**config.mk**
```make
export PLATFORM = sky130hd
export DESIGN_NAME = irq_redirector
export DESIGN_NICKNAME = d
export VERILOG_FILES = /design/src/rtl/irq_redir_pkg.sv /design/src/rtl/irq_redir_src.sv /design/src/rtl/irq_redir_pick.sv /design/src/rtl/irq_redirector.sv
export SDC_FILE = /design/constraint.sdc
export NUM_CORES = 2
export LEC_CHECK = 0
export ABC_CLOCK_PERIOD_IN_PS = 3500
export BUFFER_PORTS_ARGS = -buffer_cell sky130_fd_sc_hd__buf_2
export CAP_MARGIN = 20
export CORE_MARGIN = 2
export CORE_UTILIZATION = 57
export DETAILED_ROUTE_END_ITERATION = 8
export MAX_ROUTING_LAYER = met4
export PLACE_DENSITY = 0.76
export SYNTH_ARGS = -nofsm -noshare
export SYNTH_HDL_FRONTEND = slang
export SYNTH_SLANG_ARGS = --single-unit
```
**constraint.sdc**
```tcl
create_clock -name clk -period 3.5 [get_ports clk]
set_input_delay 0.175 -clock clk [delete_from_list [all_inputs] [get_ports clk]]
set_output_delay 0.175 -clock clk [all_outputs]
set_load 0.05 [all_outputs]
```
**src/rtl/irq_redir_pkg.sv**
```systemverilog
package irq_redir_pkg;
  localparam int unsigned VEC_W  = 8;
  localparam int unsigned DEST_W = 8;
  localparam int unsigned DM_W   = 3;

  // low-word bit positions (software visible layout)
  localparam int unsigned B_DMODE = 8;
  localparam int unsigned B_DSTM  = 11;
  localparam int unsigned B_DSTAT = 12;
  localparam int unsigned B_POL   = 13;
  localparam int unsigned B_RIRR  = 14;
  localparam int unsigned B_TRIG  = 15;
  localparam int unsigned B_MASK  = 16;

  typedef struct packed {
    logic              mask;
    logic              trig;
    logic              pol;
    logic              dstm;
    logic [DM_W-1:0]   dmode;
    logic [VEC_W-1:0]  vec;
    logic [DEST_W-1:0] dest;
  } rte_t;

  localparam rte_t RTE_RESET = '{mask: 1'b1, default: '0};
endpackage

```
**src/rtl/irq_redir_src.sv**
```systemverilog
module irq_redir_src (
  input  logic clk,
  input  logic rst,
  input  logic pin,
  input  logic pol,
  input  logic trig,
  input  logic mask,
  input  logic rirr,
  input  logic clr,
  output logic want
);
  logic pin_q, pin_d, pend_q;
  logic edge_hit;

  assign edge_hit = pol ? (pin_d & ~pin_q) : (pin_q & ~pin_d);

  always_ff @(posedge clk) begin
    if (rst) begin
      pin_q  <= 1'b0;
      pin_d  <= 1'b0;
      pend_q <= 1'b0;
    end else begin
      pin_q <= pin;
      pin_d <= pin_q;
      if (mask || trig)  pend_q <= 1'b0;
      else if (edge_hit) pend_q <= 1'b1;
      else if (clr)      pend_q <= 1'b0;
    end
  end

  assign want = ~mask & (trig ? ((pin_q ^ pol) & ~rirr) : pend_q);
endmodule

```
**src/rtl/irq_redir_pick.sv**
```systemverilog
module irq_redir_pick #(
  parameter int unsigned N  = 24,
  parameter int unsigned IW = 5
) (
  input  logic [N-1:0]  want,
  output logic          hit,
  output logic [IW-1:0] idx
);
  always_comb begin
    hit = 1'b0;
    idx = '0;
    for (int i = N - 1; i >= 0; i--) begin
      if (want[i]) begin
        hit = 1'b1;
        idx = IW'(i);
      end
    end
  end
endmodule

```
**src/rtl/irq_redirector.sv**
```systemverilog
module irq_redirector
  import irq_redir_pkg::*;
#(
  parameter int unsigned NUM_ENT = 24,
  parameter logic [7:0]  VERSION = 8'h20,
  parameter int unsigned ADDR_W  = 5,
  localparam int unsigned IDX_W  = $clog2(NUM_ENT)
) (
  input  logic              clk,
  input  logic              rst,
  input  logic              bus_wr,
  input  logic              bus_rd,
  input  logic [ADDR_W-1:0] bus_addr,
  input  logic [31:0]       bus_wdata,
  output logic [31:0]       bus_rdata,
  input  logic [NUM_ENT-1:0] irq_pins,
  output logic              req_valid,
  output logic [7:0]        req_vector,
  output logic [2:0]        req_dmode,
  output logic              req_dstmode,
  output logic [7:0]        req_dest,
  output logic [IDX_W-1:0]  req_entry,
  input  logic              req_accept,
  input  logic              eoi_valid,
  input  logic [7:0]        eoi_vector
);
  localparam logic [ADDR_W-1:0] SEL_OFS = '0;
  localparam logic [ADDR_W-1:0] WIN_OFS = ADDR_W'(16);
  localparam logic [7:0] IX_ID  = 8'h00;
  localparam logic [7:0] IX_VER = 8'h01;
  localparam logic [7:0] IX_ARB = 8'h02;
  localparam logic [7:0] TBL_LO = 8'h10;
  localparam logic [7:0] TBL_HI = 8'(16 + 2 * NUM_ENT);
  localparam logic [7:0] MAX_ENT = 8'(NUM_ENT - 1);

  logic [7:0] sel_q;
  logic [3:0] id_q;
  rte_t       tbl_q [NUM_ENT];
  logic [NUM_ENT-1:0] rirr_q;
  logic [NUM_ENT-1:0] want_v, mask_v, trig_v, clr_v;

  // ---------------- index decode ----------------
  logic             in_tbl, hi_word;
  logic [7:0]       off;
  logic [IDX_W-1:0] ent;
  logic             wr_sel, wr_win, acc;

  assign off     = sel_q - TBL_LO;
  assign in_tbl  = (sel_q >= TBL_LO) && (sel_q < TBL_HI);
  assign hi_word = off[0];
  assign ent     = off[IDX_W:1];
  assign wr_sel  = bus_wr && (bus_addr == SEL_OFS);
  assign wr_win  = bus_wr && (bus_addr == WIN_OFS);
  assign acc     = req_valid && req_accept;

  logic unused_bits;
  assign unused_bits = ^{bus_wdata[23:17], bus_wdata[14], bus_wdata[12], off[7:IDX_W+1]};

  always_ff @(posedge clk) begin
    if (rst) begin
      sel_q <= '0;
      id_q  <= '0;
    end else begin
      if (wr_sel) sel_q <= bus_wdata[7:0];
      if (wr_win && sel_q == IX_ID) id_q <= bus_wdata[27:24];
    end
  end

  // ---------------- redirection table ----------------
  always_ff @(posedge clk) begin
    if (rst) begin
      for (int i = 0; i < NUM_ENT; i++) tbl_q[i] <= RTE_RESET;
    end else if (wr_win && in_tbl) begin
      if (hi_word) begin
        tbl_q[ent].dest <= bus_wdata[31:24];
      end else begin
        tbl_q[ent].vec   <= bus_wdata[7:0];
        tbl_q[ent].dmode <= bus_wdata[B_DMODE +: DM_W];
        tbl_q[ent].dstm  <= bus_wdata[B_DSTM];
        tbl_q[ent].pol   <= bus_wdata[B_POL];
        tbl_q[ent].trig  <= bus_wdata[B_TRIG];
        tbl_q[ent].mask  <= bus_wdata[B_MASK];
      end
    end
  end

  // ---------------- per-entry sources ----------------
  for (genvar g = 0; g < NUM_ENT; g++) begin : g_src
    assign mask_v[g] = tbl_q[g].mask;
    assign trig_v[g] = tbl_q[g].trig;
    assign clr_v[g]  = acc && (req_entry == IDX_W'(g));

    irq_redir_src u_src (
      .clk  (clk),
      .rst  (rst),
      .pin  (irq_pins[g]),
      .pol  (tbl_q[g].pol),
      .trig (tbl_q[g].trig),
      .mask (tbl_q[g].mask),
      .rirr (rirr_q[g]),
      .clr  (clr_v[g]),
      .want (want_v[g])
    );

    always_ff @(posedge clk) begin
      if (rst) begin
        rirr_q[g] <= 1'b0;
      end else if (clr_v[g] && tbl_q[g].trig) begin
        rirr_q[g] <= 1'b1;
      end else if (eoi_valid && tbl_q[g].trig && tbl_q[g].vec == eoi_vector) begin
        rirr_q[g] <= 1'b0;
      end
    end
  end

  // ---------------- request selection ----------------
  logic             pick_hit;
  logic [IDX_W-1:0] pick_idx;

  irq_redir_pick #(.N(NUM_ENT), .IW(IDX_W)) u_pick (
    .want (want_v),
    .hit  (pick_hit),
    .idx  (pick_idx)
  );

  always_ff @(posedge clk) begin
    if (rst) begin
      req_valid   <= 1'b0;
      req_vector  <= '0;
      req_dmode   <= '0;
      req_dstmode <= 1'b0;
      req_dest    <= '0;
      req_entry   <= '0;
    end else if (acc) begin
      req_valid <= 1'b0;
    end else if (!req_valid && pick_hit) begin
      req_valid   <= 1'b1;
      req_vector  <= tbl_q[pick_idx].vec;
      req_dmode   <= tbl_q[pick_idx].dmode;
      req_dstmode <= tbl_q[pick_idx].dstm;
      req_dest    <= tbl_q[pick_idx].dest;
      req_entry   <= pick_idx;
    end
  end

  // ---------------- read path ----------------
  logic [31:0] win_word, rd_word;

  always_comb begin
    win_word = '0;
    if (sel_q == IX_ID || sel_q == IX_ARB) begin
      win_word[27:24] = id_q;
    end else if (sel_q == IX_VER) begin
      win_word[7:0]   = VERSION;
      win_word[23:16] = MAX_ENT;
    end else if (in_tbl) begin
      if (hi_word) begin
        win_word[31:24] = tbl_q[ent].dest;
      end else begin
        win_word[7:0]              = tbl_q[ent].vec;
        win_word[B_DMODE +: DM_W]  = tbl_q[ent].dmode;
        win_word[B_DSTM]           = tbl_q[ent].dstm;
        win_word[B_DSTAT]          = want_v[ent];
        win_word[B_POL]            = tbl_q[ent].pol;
        win_word[B_RIRR]           = rirr_q[ent];
        win_word[B_TRIG]           = tbl_q[ent].trig;
        win_word[B_MASK]           = tbl_q[ent].mask;
      end
    end
  end

  always_comb begin
    rd_word = '0;
    if (bus_addr == SEL_OFS)      rd_word = {24'h0, sel_q};
    else if (bus_addr == WIN_OFS) rd_word = win_word;
  end

  always_ff @(posedge clk) begin
    if (rst)         bus_rdata <= '0;
    else if (bus_rd) bus_rdata <= rd_word;
  end
endmodule

```
# After elaboration in Yosys (flattened, before gate mapping)
# Memory sizes are Yosys's and may differ from the RTL's. A register that Yosys moved wholly into a read port is not among the register bits.
# Cells that the tools add are included.
[word_totals] romBits=0 ff_bits=146 in_bits=75 mem_bits_rw=552 wordCells=803 mem_count=1 latchBits=0
[classes] shifts=0 order_cmp=3 reduce_logical=207 bitwise=217 add_sub_neg=1 n_div=0 mux=223 mul=0 n_eq_ne=50
[memory_table] memory="tbl_q" depth=24 width=23 rd=26 rd_clocked_by_memory_dff=1 wr=24 line_no="irq_redirector.sv:38" rtl="rte_t tbl_q [NUM_ENT];"
[op_table] op="$eq 8x8->1" count=24
[op_table] op="$mux 1" count=181
[op_table] op="$mux 5" count=25
[op_table] op="$logic_and 1x1->1" count=103
[op_table] op="$not 1->1" count=97
[op_table] op="$and 1x1->1" count=96
[op_table] op="$reduce_bool 2->1" count=48
[op_table] op="$mux 32" count=2
[op_table] op="$reduce_or 2->1" count=25
[op_table] op="$eq 5x5->1 const B" count=9
[op_table] op="$eq 5x4->1 const B" count=8
[op_table] op="$mux 8" count=5
[op_table] op="$mux 17" count=2
[op_table] op="$logic_or 1x1->1" count=25
[op_table] op="$mux 24" count=1
[op_table] op="$xor 1x1->1" count=24
[op_table] op="$mux 23" count=1
[op_table] op="$reduce_or 23->1" count=1
[op_table] op="$eq 5x3->1 const B" count=4
[op_table] op="$mux 4" count=3
[op_table] op="$bmux 1 s5" count=2
[op_table] op="$eq 5x2->1 const B" count=2
[op_table] op="$logic_not 5->1" count=2
[op_table] op="$eq 8x1->1 const B" count=1
[op_table] op="other kinds (10)" count=10

# Depth between registers and ports, before layout
# An unclocked memory read counts as a cell.
[logic_depth] word_depth=31 depth_mapped=13

# By module
# A second synthesis with hierarchy kept.
[hier_totals] cells_unflattened=3468 area_unflattened_um2=46808.6
[modules_own_cells] mod="irq_redirector" cells_per_inst=3085 instances=1 area_each_um2=43213.9
[modules_own_cells] mod="irq_redir_src" cells_per_inst=14 instances=24 area_each_um2=137.6
[modules_own_cells] mod="irq_redir_pick" cells_per_inst=47 instances=1 area_each_um2=291.5

# Least setup slack after synthesis
# No wires, ideal clock.
[synth_path] kind="register to register" from="register sel_q[4]" to="memory tbl_q[27][10] in the netlist's numbering, enable pin" period_less_slack_ns=3.649 t_arrival_ns=3.263 path_stages_with_launch=11 t_required_ns=3.114 path_slack_ns=-0.149 setup_ns=0.386 path_cell_list="dfxtp_1 clkbuf_1 inv_2 buf_2 buf_2 ha_1 a2111o_1 nor3_2 nand3_1 clkbuf_1 nor2_1"
[synth_lines] item="start, declared" line_no="irq_redirector.sv:36" rtl="logic [7:0] sel_q;"
[synth_lines] item="start signal, assigned" line_no="irq_redirector.sv:64" rtl="if (wr_sel) sel_q <= bus_wdata[7:0];"
[synth_lines] item="end, declared" line_no="irq_redirector.sv:38"

==> flow_summary.json <==
{
  "fillers": 5754,
  "power_mw": 23.8,
  "critical_path_class": "flip-flop to flip-flop",
  "grt_overflow": 0,
  "drv_cap": 0,
  "row_count": 104,
  "cts_tree": "built",
  "worstPathRequired_ps": 4030,
  "cp_data_arrival_time_ps": 3970,
  "async_reset_ff_share_pct": 0,
  "area_growth_pct": 14.8,
  "clock-sinks": 896,
  "tightest_slew_ps": 1040,
  "finalCritPeriodShare_pct": 98.2,
  "dpl.hpwl_um": 108000,
  "power.density_nw_per_um2": 449,
  "fp.dieH_um": 288,
  "grt_usage_pct": 37.7,
  "synthSimpleGateAreaFrac_pct": 17.6,
  "syn_area_um2": 46100,
  "finalCriticalPeriod_ps": 3440,
  "avgSynthCellArea_um2": 12.7,
  "setup_viol": 0,
  "multi_input_area_um2": 19600,
  "cts_made_buffers": 94,
  "gp_congestion": 1.01,
  "hp-class": "input port to flip-flop",
  "vias_per_cell": 6.76,
  "vias": 33800,
  "start_kind": "flip-flop",
  "antenna_found_initial": 16,
  "clkLatencyLatePin_ps": 670,
  "leakage_nw": 18.5,
  "layout_common_cells": "736 x edfxtp_1, 533 x and2_1, 240 x mux4_2",
  "synth_xor_area_share_pct": 4.10,
  "die_area_um2": 83200,
  "seqCellArea_um2": 25300,
  "cts_buffer_depth": 3,
  "ioPinCount": 133,
  "drv_slew": 0,
  "portBuffers": 119,
  "outcome": "finished clean",
  "first_pass_iters": 6,
  "synth.ff_latch_count": 896,
  "ant_nets": 0,
  "synth.distinct_cells": 70,
  "fin_worst_skew_ps": 24.7,
  "ir_drop_v": 0.000358,
  "drive_gt1_share_pct": 23.2,
  "synth_top_family_by_area": "simple AND/OR/NAND/NOR gates",
  "htreeDepth": 3,
  "synthMuxAreaShare_pct": 14.7,
  "synth-compound-area-share_pct": 5.57,
  "die_x_um": 288,
  "stdcell_area_um2": 53000,
  "endpoint_kind": "flip-flop",
  "grt_start_max_net_pins": 141,
  "finalHoldViolCount": 0,
  "routedWlPerCell_um": 30.5,
  "slew_headroom_pct": 30.3,
  "initial_core_util_pct": 57.5,
  "synthAdderAreaFrac_pct": 0.163,
  "drtIter0Drc": 5170,
  "hold_ws_ps": 25.8,
  "max_freq_mhz": 291,
  "nets": 3929,
  "final_common_cell": "edfxtp_1",
  "synth_warnings": 0,
  "netlist_instances": 3624,
  "synth-edff-count": 736,
  "wl_um": 153000,
  "grt_pass1_wl_um": 218000,
  "clkSlewWorstSetupHoldPaths_ps": 60,
  "grt_pass1_vias": 31900,
  "drc": 0,
  "core_um2": 80300,
  "yosysSeqAreaShare_pct": 54.9,
  "cts-root-buf": "clkbuf_16",
  "dp_slack_ps": -125,
  "dpl_cell_area_um2": 49100,
  "path_max_fanout": 12,
  "synth-main-ff-cell": "edfxtp_1",
  "fin_ws_ps": 64.7
}
## final timing paths
check / start / end / slack [ps] / cells after the start
worst max-delay path: tbl_q[21][22]$_SDFFCE_PN1P_ / req_dest[6]$_SDFFE_PP0P_ / 60 / 13
worst min-delay path: bus_wdata[4] / tbl_q[26][12]$_DFFE_PP_ / 30 / 1
worst max register to register: tbl_q[21][22]$_SDFFCE_PN1P_ / req_dest[6]$_SDFFE_PP0P_ / 60 / 13
worst min register to register: bus_rdata[26]$_SDFFE_PP0P_ / bus_rdata[26]$_SDFFE_PP0P_ / 460 / 2
## Yosys cell counts (26+ instances only)
master      n  area share (%)
edfxtp_1  736              48
and2_1    533             7.2
mux4_2    240              12
nand2_1   198             1.6
xor2_1    190             3.6
clkbuf_1  184             1.5
nor2_1    181             1.5
dfxtp_1   160             6.9
a21oi_1   129             1.4
mux2i_1   124             2.7
nor3_1     90            0.98
nor4_1     88             1.2
nor2b_1    83             1.1
nor3b_1    63             1.0
o22ai_1    57            0.77
buf_2      51            0.55
or3_1      49            0.66
or2_2      48            0.65
nand3_1    42            0.46
nand4_1    38            0.52
o31ai_1    31            0.50
a211oi_1   28            0.46
xnor2_1    26            0.49
## per-stage QoR
stage                     std cells  util [%]  setup TNS (ps)
after floorplan                3627         -           -6240
after global placement         4776      61.2           -97.7
after detailed placement       4776      61.2            -232
after CTS                      4980      65.6               0
after global routing           5002      66.0            -432
final                          5004      66.0               0
## layout make-up
class | instances | area share (%)
antenna | 16 | 0.0756
clock buffer | 111 | 4.75
clock inverter | 65 | 1.39
inverter | 6 | 0.0425
multi-input combinational | 2435 | 37.1
sequential | 896 | 47.8
tap | 1060 | 2.50
timing repair buffer | 415 | 6.36
## state kept, by name (all words and copies together) (netlist names), 4 cells and up
name / count
tbl_q: 736
bus_rdata: 26
g_src.u_src.pend_q: 24
g_src.u_src.pin_d: 24
g_src.u_src.pin_q: 24
rirr_q: 24
req_dest: 8
req_vector: 8
sel_q: 8
req_entry: 5
id_q: 4
## logic make-up after synthesis
kind of cell / Yosys count
DFF: 896
AOI/OAI and AO/OA: 384
xor gates and xnor gates: 216
adders and majority gates: 6
and+or+nand+nor: 1448
muxes: 376
other: 1
buffers and inverters: 297
## layer usage
metal / wire, um / track usage, % / part of all wire (%)
met1: 57900 / 52.4 / 38
met2: 64600 / 52.0 / 42
met3: 23200 / 11.2 / 15
met4: 7160 / 15.2 / 4.7
met5: 0 / - / 0
## power breakdown
| part | switching [mW] | internal (mW) |
|---|---|---|
| Clock | 4.39 | 6.19 |
| Sequential | 0.219 | 11.7 |
| Combinational | 0.810 | 0.419 |
## worst max-delay path, stage by stage, from the launching register on
cell	delay (ps)
edfxtp_1	460
or3b_1	430
o41ai_4	90
a21oi_1	100
nor4_1	220
o31a_1	420
o21a_4	320
buf_4	190
clkbuf_16	200
buf_4	140
mux2i_1	280
o22ai_1	130
nor2_1	200
a311oi_1	120
## timing repair
action / in CTS / in global routing
setup buffers: 0 / 7
pin swaps: 1 / 4
hold endpoints to repair: 42 / 0
endpoints found under the setup margin: 6 / 28
gates resized for setup: 2 / 29
gates cloned: 1 / 1
hold buffers: 27 / 0
Note: power is estimated with default switching activity, not from simulation.
